## src/rtl/cfgspace_pkg.sv

```systemverilog
package cfgspace_pkg;

   localparam int NUM_BARS  = 6;
   localparam int IDX_W     = 6;
   localparam int IDX_ID    = 0;
   localparam int IDX_CMD   = 1;
   localparam int IDX_CLASS = 2;
   localparam int IDX_BAR0  = 4;
   localparam int IDX_INTR  = 15;
   localparam int IDX_SCR0  = 16;

   typedef enum logic [2:0] {
      BK_NONE     = 3'd0,
      BK_MEM32    = 3'd1,
      BK_MEM64    = 3'd2,
      BK_MEM64_HI = 3'd3,
      BK_IO       = 3'd4
   } bar_kind_e;

   // declaration codes per slot: 0 unused, 1 mem32, 2 mem64 (takes next slot), 3 io
   function automatic bar_kind_e slot_kind(logic [2*NUM_BARS-1:0] decl, int i);
      logic [1:0] code;
      code = decl[2*i +: 2];
      if (i > 0 && decl[2*(i-1) +: 2] == 2'd2) return BK_MEM64_HI;
      case (code)
         2'd1:    return BK_MEM32;
         2'd2:    return BK_MEM64;
         2'd3:    return BK_IO;
         default: return BK_NONE;
      endcase
   endfunction

   function automatic logic [31:0] byte_mask(logic [3:0] be);
      return {{8{be[3]}}, {8{be[2]}}, {8{be[1]}}, {8{be[0]}}};
   endfunction

endpackage

```

## src/rtl/cfg_bar_slot.sv

```systemverilog
module cfg_bar_slot
   import cfgspace_pkg::*;
#(
   parameter bar_kind_e KIND      = BK_NONE,
   parameter int        SIZE_LOG2 = 12,
   parameter bit        PREF      = 1'b0
) (
   input  logic        clk,
   input  logic        rst_n,
   input  logic        wr_stb,
   input  logic [3:0]  be,
   input  logic [31:0] wdata,
   input  logic [31:0] hi_word,
   input  logic        mem_en,
   input  logic        io_en,
   input  logic [63:0] mem_addr,
   input  logic [31:0] io_addr,
   output logic [31:0] base_q,
   output logic [31:0] rd_val,
   output logic        mem_hit,
   output logic        io_hit
);
   localparam bit IS_MEM = (KIND == BK_MEM32) || (KIND == BK_MEM64);
   localparam bit IS_IO  = (KIND == BK_IO);
   localparam logic [31:0] SIZE_MASK =
      (KIND == BK_NONE)     ? 32'h0 :
      (KIND == BK_MEM64_HI) ? 32'hFFFF_FFFF :
                              ~((32'h1 << SIZE_LOG2) - 32'h1);
   localparam logic [31:0] TYPE_BITS =
      IS_IO ? 32'h1 : ((KIND == BK_MEM64) ? 32'h4 : 32'h0);
   localparam logic [31:0] FLAG_BITS =
      TYPE_BITS | ((IS_MEM && PREF) ? 32'h8 : 32'h0);

   generate
      if (IS_MEM && (SIZE_LOG2 < 4 || SIZE_LOG2 > 31)) begin : g_bad_mem_size
         $error("memory BAR size exponent must lie in 4..31");
      end
      if (IS_IO && (SIZE_LOG2 < 2 || SIZE_LOG2 > 31)) begin : g_bad_io_size
         $error("I/O BAR size exponent must lie in 2..31");
      end
   endgenerate

   logic [31:0] wmask;
   logic        upper_ok;

   assign wmask = byte_mask(be) & SIZE_MASK;

   always_ff @(posedge clk) begin
      if (!rst_n)      base_q <= '0;
      else if (wr_stb) base_q <= (base_q & ~wmask) | (wdata & wmask);
   end

   assign upper_ok = (KIND == BK_MEM64) ? (mem_addr[63:32] == hi_word)
                                        : (mem_addr[63:32] == 32'h0);
   assign mem_hit  = IS_MEM && mem_en && upper_ok &&
                     ((mem_addr[31:0] & SIZE_MASK) == base_q);
   assign io_hit   = IS_IO && io_en && ((io_addr & SIZE_MASK) == base_q);
   assign rd_val   = base_q | FLAG_BITS;

endmodule

```

## src/rtl/cfg_ctl_regs.sv

```systemverilog
module cfg_ctl_regs
   import cfgspace_pkg::*;
(
   input  logic             clk,
   input  logic             rst_n,
   input  logic             wr,
   input  logic [IDX_W-1:0] idx,
   input  logic             be0,
   input  logic [7:0]       wbyte,
   output logic             io_en,
   output logic             mem_en,
   output logic [7:0]       int_line
);
   always_ff @(posedge clk) begin
      if (!rst_n) begin
         io_en    <= 1'b0;
         mem_en   <= 1'b0;
         int_line <= 8'h0;
      end else if (wr && be0) begin
         if (idx == IDX_W'(IDX_CMD)) begin
            io_en  <= wbyte[0];
            mem_en <= wbyte[1];
         end
         if (idx == IDX_W'(IDX_INTR)) int_line <= wbyte;
      end
   end
endmodule

```

## src/rtl/cfg_scratch.sv

```systemverilog
module cfg_scratch
   import cfgspace_pkg::*;
#(
   parameter int DWORDS = 8
) (
   input  logic             clk,
   input  logic             rst_n,
   input  logic             wr,
   input  logic [IDX_W-1:0] idx,
   input  logic [3:0]       be,
   input  logic [31:0]      wdata,
   output logic [31:0]      rd_val
);
   generate
      if (DWORDS < 1 || DWORDS > (1 << IDX_W) - IDX_SCR0) begin : g_bad_depth
         $error("scratch depth must fit between dword 16 and the end of the space");
      end
   endgenerate

   logic [31:0] store [DWORDS];
   logic [31:0] bmask;

   assign bmask = byte_mask(be);

   for (genvar d = 0; d < DWORDS; d++) begin : g_dw
      always_ff @(posedge clk) begin
         if (!rst_n) store[d] <= '0;
         else if (wr && idx == IDX_W'(IDX_SCR0 + d))
            store[d] <= (store[d] & ~bmask) | (wdata & bmask);
      end
   end

   always_comb begin
      rd_val = '0;
      for (int d = 0; d < DWORDS; d++)
         if (idx == IDX_W'(IDX_SCR0 + d)) rd_val = store[d];
   end
endmodule

```

## src/rtl/cfg_space_target.sv

```systemverilog
module cfg_space_target
   import cfgspace_pkg::*;
#(
   parameter logic [15:0] VENDOR_ID     = 16'hA5C3,
   parameter logic [15:0] DEVICE_ID     = 16'h0B17,
   parameter logic [23:0] CLASS_CODE    = 24'h058000,
   parameter logic [7:0]  REVISION_ID   = 8'h02,
   parameter logic [7:0]  INT_PIN       = 8'h01,
   parameter logic [2*NUM_BARS-1:0] BAR_DECL = {2'd0, 2'd0, 2'd0, 2'd2, 2'd3, 2'd1},
   parameter logic [8*NUM_BARS-1:0] BAR_SIZE_LOG2 = {8'd0, 8'd0, 8'd0, 8'd20, 8'd8, 8'd12},
   parameter logic [NUM_BARS-1:0]   BAR_PREF = 6'b000100,
   parameter int          SCRATCH_DWORDS = 8
) (
   input  logic                clk,
   input  logic                rst_n,
   input  logic                cfg_sel,
   input  logic                cfg_wr,
   input  logic [IDX_W-1:0]    cfg_idx,
   input  logic [3:0]          cfg_be,
   input  logic [31:0]         cfg_wdata,
   output logic [31:0]         cfg_rdata,
   input  logic [63:0]         mem_addr,
   input  logic [31:0]         io_addr,
   output logic [NUM_BARS-1:0] mem_hit,
   output logic [NUM_BARS-1:0] io_hit
);
   generate
      if (INT_PIN > 8'd4) begin : g_bad_pin
         $error("interrupt pin value must be 0..4");
      end
   endgenerate

   logic        wr_any;
   logic        io_en;
   logic        mem_en;
   logic [7:0]  int_line;
   logic [31:0] scratch_rd;
   logic [31:0] bar_base [NUM_BARS+1];
   logic [31:0] bar_rd   [NUM_BARS];

   assign wr_any             = cfg_sel && cfg_wr;
   assign bar_base[NUM_BARS] = '0;

   cfg_ctl_regs u_ctl (
      .clk      (clk),
      .rst_n    (rst_n),
      .wr       (wr_any),
      .idx      (cfg_idx),
      .be0      (cfg_be[0]),
      .wbyte    (cfg_wdata[7:0]),
      .io_en    (io_en),
      .mem_en   (mem_en),
      .int_line (int_line)
   );

   cfg_scratch #(.DWORDS(SCRATCH_DWORDS)) u_scratch (
      .clk    (clk),
      .rst_n  (rst_n),
      .wr     (wr_any),
      .idx    (cfg_idx),
      .be     (cfg_be),
      .wdata  (cfg_wdata),
      .rd_val (scratch_rd)
   );

   for (genvar i = 0; i < NUM_BARS; i++) begin : g_bar
      localparam bar_kind_e KIND = slot_kind(BAR_DECL, i);

      if (BAR_DECL[2*i +: 2] == 2'd2) begin : g_pair_chk
         if (i == NUM_BARS - 1) begin : g_last
            $error("a 64-bit BAR cannot use the last slot");
         end else if (BAR_DECL[2*(i+1) +: 2] != 2'd0) begin : g_taken
            $error("slot after a 64-bit BAR must be declared unused");
         end
      end

      cfg_bar_slot #(
         .KIND      (KIND),
         .SIZE_LOG2 (int'(BAR_SIZE_LOG2[8*i +: 8])),
         .PREF      (BAR_PREF[i])
      ) u_slot (
         .clk      (clk),
         .rst_n    (rst_n),
         .wr_stb   (wr_any && cfg_idx == IDX_W'(IDX_BAR0 + i)),
         .be       (cfg_be),
         .wdata    (cfg_wdata),
         .hi_word  (bar_base[i+1]),
         .mem_en   (mem_en),
         .io_en    (io_en),
         .mem_addr (mem_addr),
         .io_addr  (io_addr),
         .base_q   (bar_base[i]),
         .rd_val   (bar_rd[i]),
         .mem_hit  (mem_hit[i]),
         .io_hit   (io_hit[i])
      );
   end

   always_comb begin
      cfg_rdata = '0;
      if (cfg_sel && !cfg_wr) begin
         if (cfg_idx == IDX_W'(IDX_ID))    cfg_rdata = {DEVICE_ID, VENDOR_ID};
         if (cfg_idx == IDX_W'(IDX_CMD))   cfg_rdata = {30'h0, mem_en, io_en};
         if (cfg_idx == IDX_W'(IDX_CLASS)) cfg_rdata = {CLASS_CODE, REVISION_ID};
         if (cfg_idx == IDX_W'(IDX_INTR))  cfg_rdata = {16'h0, INT_PIN, int_line};
         for (int b = 0; b < NUM_BARS; b++)
            if (cfg_idx == IDX_W'(IDX_BAR0 + b)) cfg_rdata = bar_rd[b];
         cfg_rdata = cfg_rdata | scratch_rd;
      end
   end

endmodule

```

## config.mk

```make
export PLATFORM = sky130hd
export DESIGN_NAME = cfg_space_target
export DESIGN_NICKNAME = d
export VERILOG_FILES = /design/src/rtl/cfgspace_pkg.sv /design/src/rtl/cfg_bar_slot.sv /design/src/rtl/cfg_ctl_regs.sv /design/src/rtl/cfg_scratch.sv /design/src/rtl/cfg_space_target.sv
export SDC_FILE = /design/constraint.sdc
export NUM_CORES = 1
export LEC_CHECK = 0
export ABC_AREA = 1
export BUFFER_PORTS_ARGS = -buffer_cell sky130_fd_sc_hd__buf_2
export CORE_AREA = 2 2 157 313
export DETAILED_ROUTE_END_ITERATION = 12
export DIE_AREA = 0 0 159 315
export GPL_TIMING_DRIVEN = 0
export SLEW_MARGIN = 20
export SYNTH_ARGS = -nofsm -noshare
export SYNTH_HDL_FRONTEND = slang
export SYNTH_SLANG_ARGS = --single-unit
```

## constraint.sdc

```tcl
create_clock -name clk -period 6.5 [get_ports clk]
set_input_delay 0.325 -clock clk [delete_from_list [all_inputs] [get_ports clk]]
set_output_delay 0.325 -clock clk [all_outputs]
set_load 0.02 [all_outputs]
```

==> impl_metrics.ini, run 1 <==
[global_route]
grt_max_degree = 33
antenna_found_initial = 0
grt_pass1_wl_um = 101000
overflow = 0
top_usage_layer = met2
met1_usage_pct = 31.6
gr-usage-met2_pct = 47.3
met3_usage_pct = 3.17
grt.total_usage_pct = 26.5
grt_pass1_vias = 16500

[status]
status = finished, final reports clean

[sta]
tightest_slew_ns = 1.06
max_freq_mhz = 310
timing.final.crit_share_pct = 49.7
fin_setup_tns_ns = 0
fin_crit_ns = 3.23
setup_violations = 0
rsz0062_at_grt = no
hold_viol = 0
slew-limit-headroom_pct = 29.3
slew_viol_final = 0
fin_skew_ns = 0

[final_layout]
nets = 2755
drive_above_1_share_pct = 11.6
area_delta_synth_final_pct = 15.4
finalNonFillerCells = 3276
diodes = 0

[critical_path]
critPathCaptureType = output port
critPathArrivalTime_ns = 2.91
critical_path_peak_fanout = 10
critPathLaunchType = primary input
crit_type = in -> out
required_ns = 6.17

[floorplanning]
core-area_um2 = 47900
start_util_pct = 39.6
dieArea_um2 = 50100
fp.dieW_um = 159
die-height_um = 315
pin_count = 186
row_count = 114

[drt]
detail_route.wl_per_cell_um = 20.7
vias = 17400
via_per_inst = 5.31
dr.pass1.iters = 6
drtIter0Drc = 1335
drc = 0
wirelength_um = 67900
postRouteAntennaNets = 0

[worst_hold_path]
min_path_type = in -> reg

[synth]
netlist_area_um2 = 19000
synth_cell_types = 39
ys.warnings.count = 0
synth_top_family_by_area = simple AND/OR/NAND/NOR gates
async_flop_share_pct = 0
synth_compound_area_share_pct = 16.1
yosys_most_used_dff = edfxtp_1
yosysSeqAreaShare_pct = 50.9
synth_mux_area_share_pct = 0
synth-edff-count = 256
postSynthCellCount = 2412
syn_area_per_cell_um2 = 7.86
synth-seq-cells = 354
synthXorXnorAreaFrac_pct = 1.15
synthSimpleGateAreaFrac_pct = 23.6
yosys.area_share.adder_pct = 0

[placed_design]
port_buffers = 150
dp_hpwl_um = 53900
post-place-cells = 3213
place_congestion = 0.954

[clock_network]
h-tree-depth = 2
cts_setup_buffers = 0
numCtsBuffers = 36
clock_latency_ns = 0.53
cts-resized-gates = 0
clockBufferDepth = 3
cts.sinks = 354
clk_pin_slew_ns = 0.07
holdBufCountCts = 0
clockRootBuffer = clkbuf_16
cts_tree = built

[power_and_ir_drop]
ir_drop_mv = 0.233
power_density_nw_per_um2 = 229
p_leak_nw = 8.73

[run]
drv_cap = 0
==> power breakdown <==
part	leakage (nW)	switching [mW]	internal (mW)	total (mW)
Sequential	3.43	0.0310	2.47	2.50
Combinational	4.73	0.323	0.126	0.449
Clock	0.572	0.903	1.16	2.06
==> cell families (layout without fill, tap and decap cells) <==
| kind of cell | count (synthesis) | in the layout |
|---|---|---|
| simple gates | 1061 | 1061 |
| compound gates | 586 | 586 |
| buf+inv | 385 | 603 |
| flops | 354 | 354 |
| xor+xnor | 25 | 25 |
| other cells | 1 | 9 |
==> layer usage <==
layer  share of wire (%)  up-vias
met1                  40     8076
li1                    -     8522
met2                  49      647
met5                   0        -
met3                 5.8      145
met4                 5.4        0
==> cell usage in the layout, fill, tap and decap left out, types with 4 or more instances in the layout <==
cell       instances
nor2_1           453
buf_2            198
buf_16             5
nor2_4             6
xnor2_1           21
nand4_1           77
xor2_1             4
inv_1            228
clkbuf_1          85
nor3_1             8
nand3_1          115
edfxtp_1         256
nand2_1          367
o22ai_1           17
inv_2              9
buf_4             13
buf_1              4
o2111ai_1          6
o21ai_4            4
clkbuf_16         38
nor2_2             5
nor4_1            12
nand2_2            6
a21oi_1          400
a21boi_1           9
clkinv_2           6
o211ai_1           9
conb_1             9
o21ai_0          123
clkinv_1           8
dfxtp_1           98
clkbuf_8           5
o21ai_1            8
==> cell usage after synthesis (4+ instances only) <==
| master | number | area share (%) |
|---|---|---|
| buf_2 | 48 | 1.3 |
| nor4_1 | 12 | 0.40 |
| nand2_1 | 371 | 7.3 |
| xor2_1 | 4 | 0.18 |
| a21oi_1 | 400 | 11 |
| inv_2 | 9 | 0.18 |
| clkbuf_1 | 83 | 1.6 |
| o211ai_1 | 9 | 0.36 |
| dfxtp_1 | 98 | 10 |
| xnor2_1 | 21 | 0.97 |
| buf_1 | 4 | 0.079 |
| o2111ai_1 | 6 | 0.28 |
| nand4_1 | 77 | 2.5 |
| o21ai_0 | 127 | 3.4 |
| nand3_1 | 115 | 3.0 |
| nor2_4 | 6 | 0.36 |
| nor2_2 | 4 | 0.13 |
| a21boi_1 | 9 | 0.36 |
| o22ai_1 | 17 | 0.56 |
| nor3_1 | 8 | 0.21 |
| buf_4 | 13 | 0.51 |
| nor2_1 | 454 | 9.0 |
| inv_1 | 228 | 4.5 |
| o21ai_1 | 8 | 0.21 |
| edfxtp_1 | 256 | 41 |
==> path summary, 6_finish.rpt <==
kind	from	to	slack, ns	cells past startpoint
max reg2reg	u_scratch.store[1][107]$_SDFFCE_PN0P_	u_scratch.store[1][107]$_SDFFCE_PN0P_	5.58	2
min	cfg_wdata[7]	flop	0.06	3
min reg2reg	u_ctl.int_line[6]$_SDFFE_PN0P_	u_ctl.int_line[6]$_SDFFE_PN0P_	0.44	2
max	cfg_idx[1]	cfg_rdata[22]	3.27	11
==> worst max-delay path: stages <==
cell and delay (ns):
buf_2 0.22, inv_1 0.14, nor2_1 0.54, nand2_1 0.47
buf_2 0.35, nand2_1 0.11, inv_1 0.04, nand4_1 0.11
nand2_1 0.06, a21oi_1 0.29, buf_2 0.23
==> through the flow <==
| step | hold WS [ns] | instance area [um^2] | utilization, % | total power [mW] | setup WS (ns) |
|---|---|---|---|---|---|
| floorplan | 0.420 | 19000 | - | 2.79 | 2.58 |
| global placement | 0.430 | 20500 | 42.9 | 2.98 | 0.583 |
| detailed placement | 0.434 | 20700 | 43.3 | 2.99 | 3.33 |
| CTS | 0.0428 | 21900 | 45.7 | 5.05 | 3.32 |
| global route | 0.0675 | 21900 | 45.7 | 5.16 | 3.24 |
| finish | 0.0553 | 21900 | 45.7 | 5.02 | 3.27 |
==> area by class of cell <==
cell class	count	area, um^2
buffer	148	664
clock buffer	46	1030
clock inverter	17	115
fill	5031	26000
tap	638	798
timing repair buffer	155	888
inverter	237	890
sequential	354	9650
multi-input combinational	1681	7850
Note: power is estimated with default switching activity, not from simulation.
==> run 2, diff against run 1 <==
- clock period: 6.5 -> 3.3 ns (I/O delays scaled with it)
==> impl_metrics.ini, run 2 (synthesis results as in run 1) <==
[clock_network]
cts.sinks = 354
numCtsBuffers = 37
h-tree-depth = 2
clockBufferDepth = 3
cts_tree = built
clock_latency_ns = 0.54
clk_pin_slew_ns = 0.07
clockRootBuffer = clkbuf_16

[critical_path]
critPathCaptureType = output port
cp_num_buf_inv = 5
slowest_stage = nor2_1
critPathArrivalTime_ns = 2.82
crit_type = in -> out
reg2reg_depth = 2
cpLargestDelayFamily = simple AND/OR/NAND/NOR gates
cp.depth = 11
critical_path_peak_fanout = 10
cp_cell_sequence = buf_2, inv_1, nor2_1, nand2_1, buf_2, nand2_1, inv_1, nand4_1, nand2_1, a21oi_1, buf_2
required_ns = 3.13
slowest_delay_ns = 0.50
critPathLaunchType = primary input

[global_route]
grt_pass1_vias = 16800
grt.total_usage_pct = 26.4
grt_max_degree = 33
grt_pass1_wl_um = 101000
overflow = 0
antenna_found_initial = 0

[drt]
vias = 17500
detail_route.wl_per_cell_um = 20.6
dr.pass1.iters = 5
drc = 0
via_per_inst = 5.30
postRouteAntennaNets = 0
drtIter0Drc = 1300
wirelength_um = 67900

[power_and_ir_drop]
ir_drop_mv = 0.504
p_leak_nw = 8.86
power_density_nw_per_um2 = 457

[final_layout]
nets = 2779
final_util_pct = 46.3
fillerInstances = 4992
drive_above_1_share_pct = 11.6
area_delta_synth_final_pct = 17.1
diodes = 0
mostFrequentLayoutCell = nor2_1
most-common-layout-cells = 453 x nor2_1, 400 x a21oi_1, 367 x nand2_1, 256 x edfxtp_1, 228 x inv_1

[floorplanning]
start_util_pct = 39.6
row_count = 114
pin_count = 186
core-area_um2 = 47900
dieArea_um2 = 50100
die-height_um = 315
fp.dieW_um = 159

[placed_design]
dp_hpwl_um = 53700
pre_cts_ws_ns = 0.477
place_congestion = 0.970
port_buffers = 150

[sta]
rsz0062_at_grt = no
worst_slack_ns = 0.317
slew-limit-headroom_pct = 21.6
timing.final.crit_share_pct = 90.4
fin_crit_ns = 2.98
fin_skew_ns = 0
slew_viol_final = 0
tightest_slew_ns = 1.18
hold_viol = 0
max_freq_mhz = 335
fin_setup_tns_ns = 0
setup_violations = 0

[worst_hold_path]
min_path_type = in -> reg
min_path_cells = 3

[status]
status = finished, final reports clean

[run]
drv_cap = 0
## run 2: cell types whose count changed in the layout (fill, tap and decap cells not counted)
cell / change
buf_16: +1
bufinv_16: +2
clkbuf_1: +6
clkbuf_16: +1
clkbuf_8: -2
clkinv_1: -4
clkinv_2: -3
clkinv_4: -1
clkinvlp_4: +2
dlygate4sd3_1: +22
inv_4: +1
inv_6: +1
## run 2: where the power goes
group	internal, mW	switching, mW
clock network	2.48	1.83
logic	0.269	0.642
registers	4.87	0.0601
total	7.62	2.53
## run 2: layout make-up
cell class                      instances  area, um^2  share of cell area [%]
Sequential cell                       354        9650                    43.5
Multi-Input combinational cell       1681        7850                    35.3
Tap cell                              638         798                    3.60
Timing Repair Buffer                  178        1140                    5.12
Buffer                                148         664                    2.99
Clock inverter                         15         166                   0.750
Clock buffer                           51        1050                    4.74
Inverter                              237         890                    4.01
## run 2: timing repair
| item | in CTS | in global routing |
|---|---|---|
| gates resized for setup | 0 | 0 |
| hold endpoints to repair | 44 | 0 |
| buffers inserted | 0 | 0 |
| hold buffers | 22 | 0 |
## run 2: final timing paths
check | from | end | slack (ns)
max | cfg_idx[1] | cfg_rdata[22] | 0.32
min | cfg_wdata[30] | flop | 0.005
max reg2reg | flop | flop | 2.38
min reg2reg | u_ctl.int_line[6]$_SDFFE_PN0P_ | u_ctl.int_line[6]$_SDFFE_PN0P_ | 0.44
## run 2: worst min-delay path: stages
cell     delay (ns)
buf_2          0.15
o21ai_1        0.13
a21oi_1        0.04
## run 2: per-layer routing
metal	routed length (um)	global-route usage, %
met5	0	0
met4	4600	15.9
met3	3810	3.29
met2	32500	45.6
met1	27100	31.3
## run 2: stage by stage
stage / hold WS, ns / std cells / area, um^2 / power [mW]
3_5_place_dp: 0.435 / 3214 / 20800 / 5.90
2_1_floorplan: 0.293 / 2420 / 19000 / 5.50
3_3_place_gp: 0.432 / 3208 / 20500 / 5.87
6_report: 0.00500 / 3302 / 22200 / 10.1
4_1_cts: 0.000770 / 3302 / 22200 / 10.2
5_1_grt: 0.0222 / 3302 / 22200 / 10.4
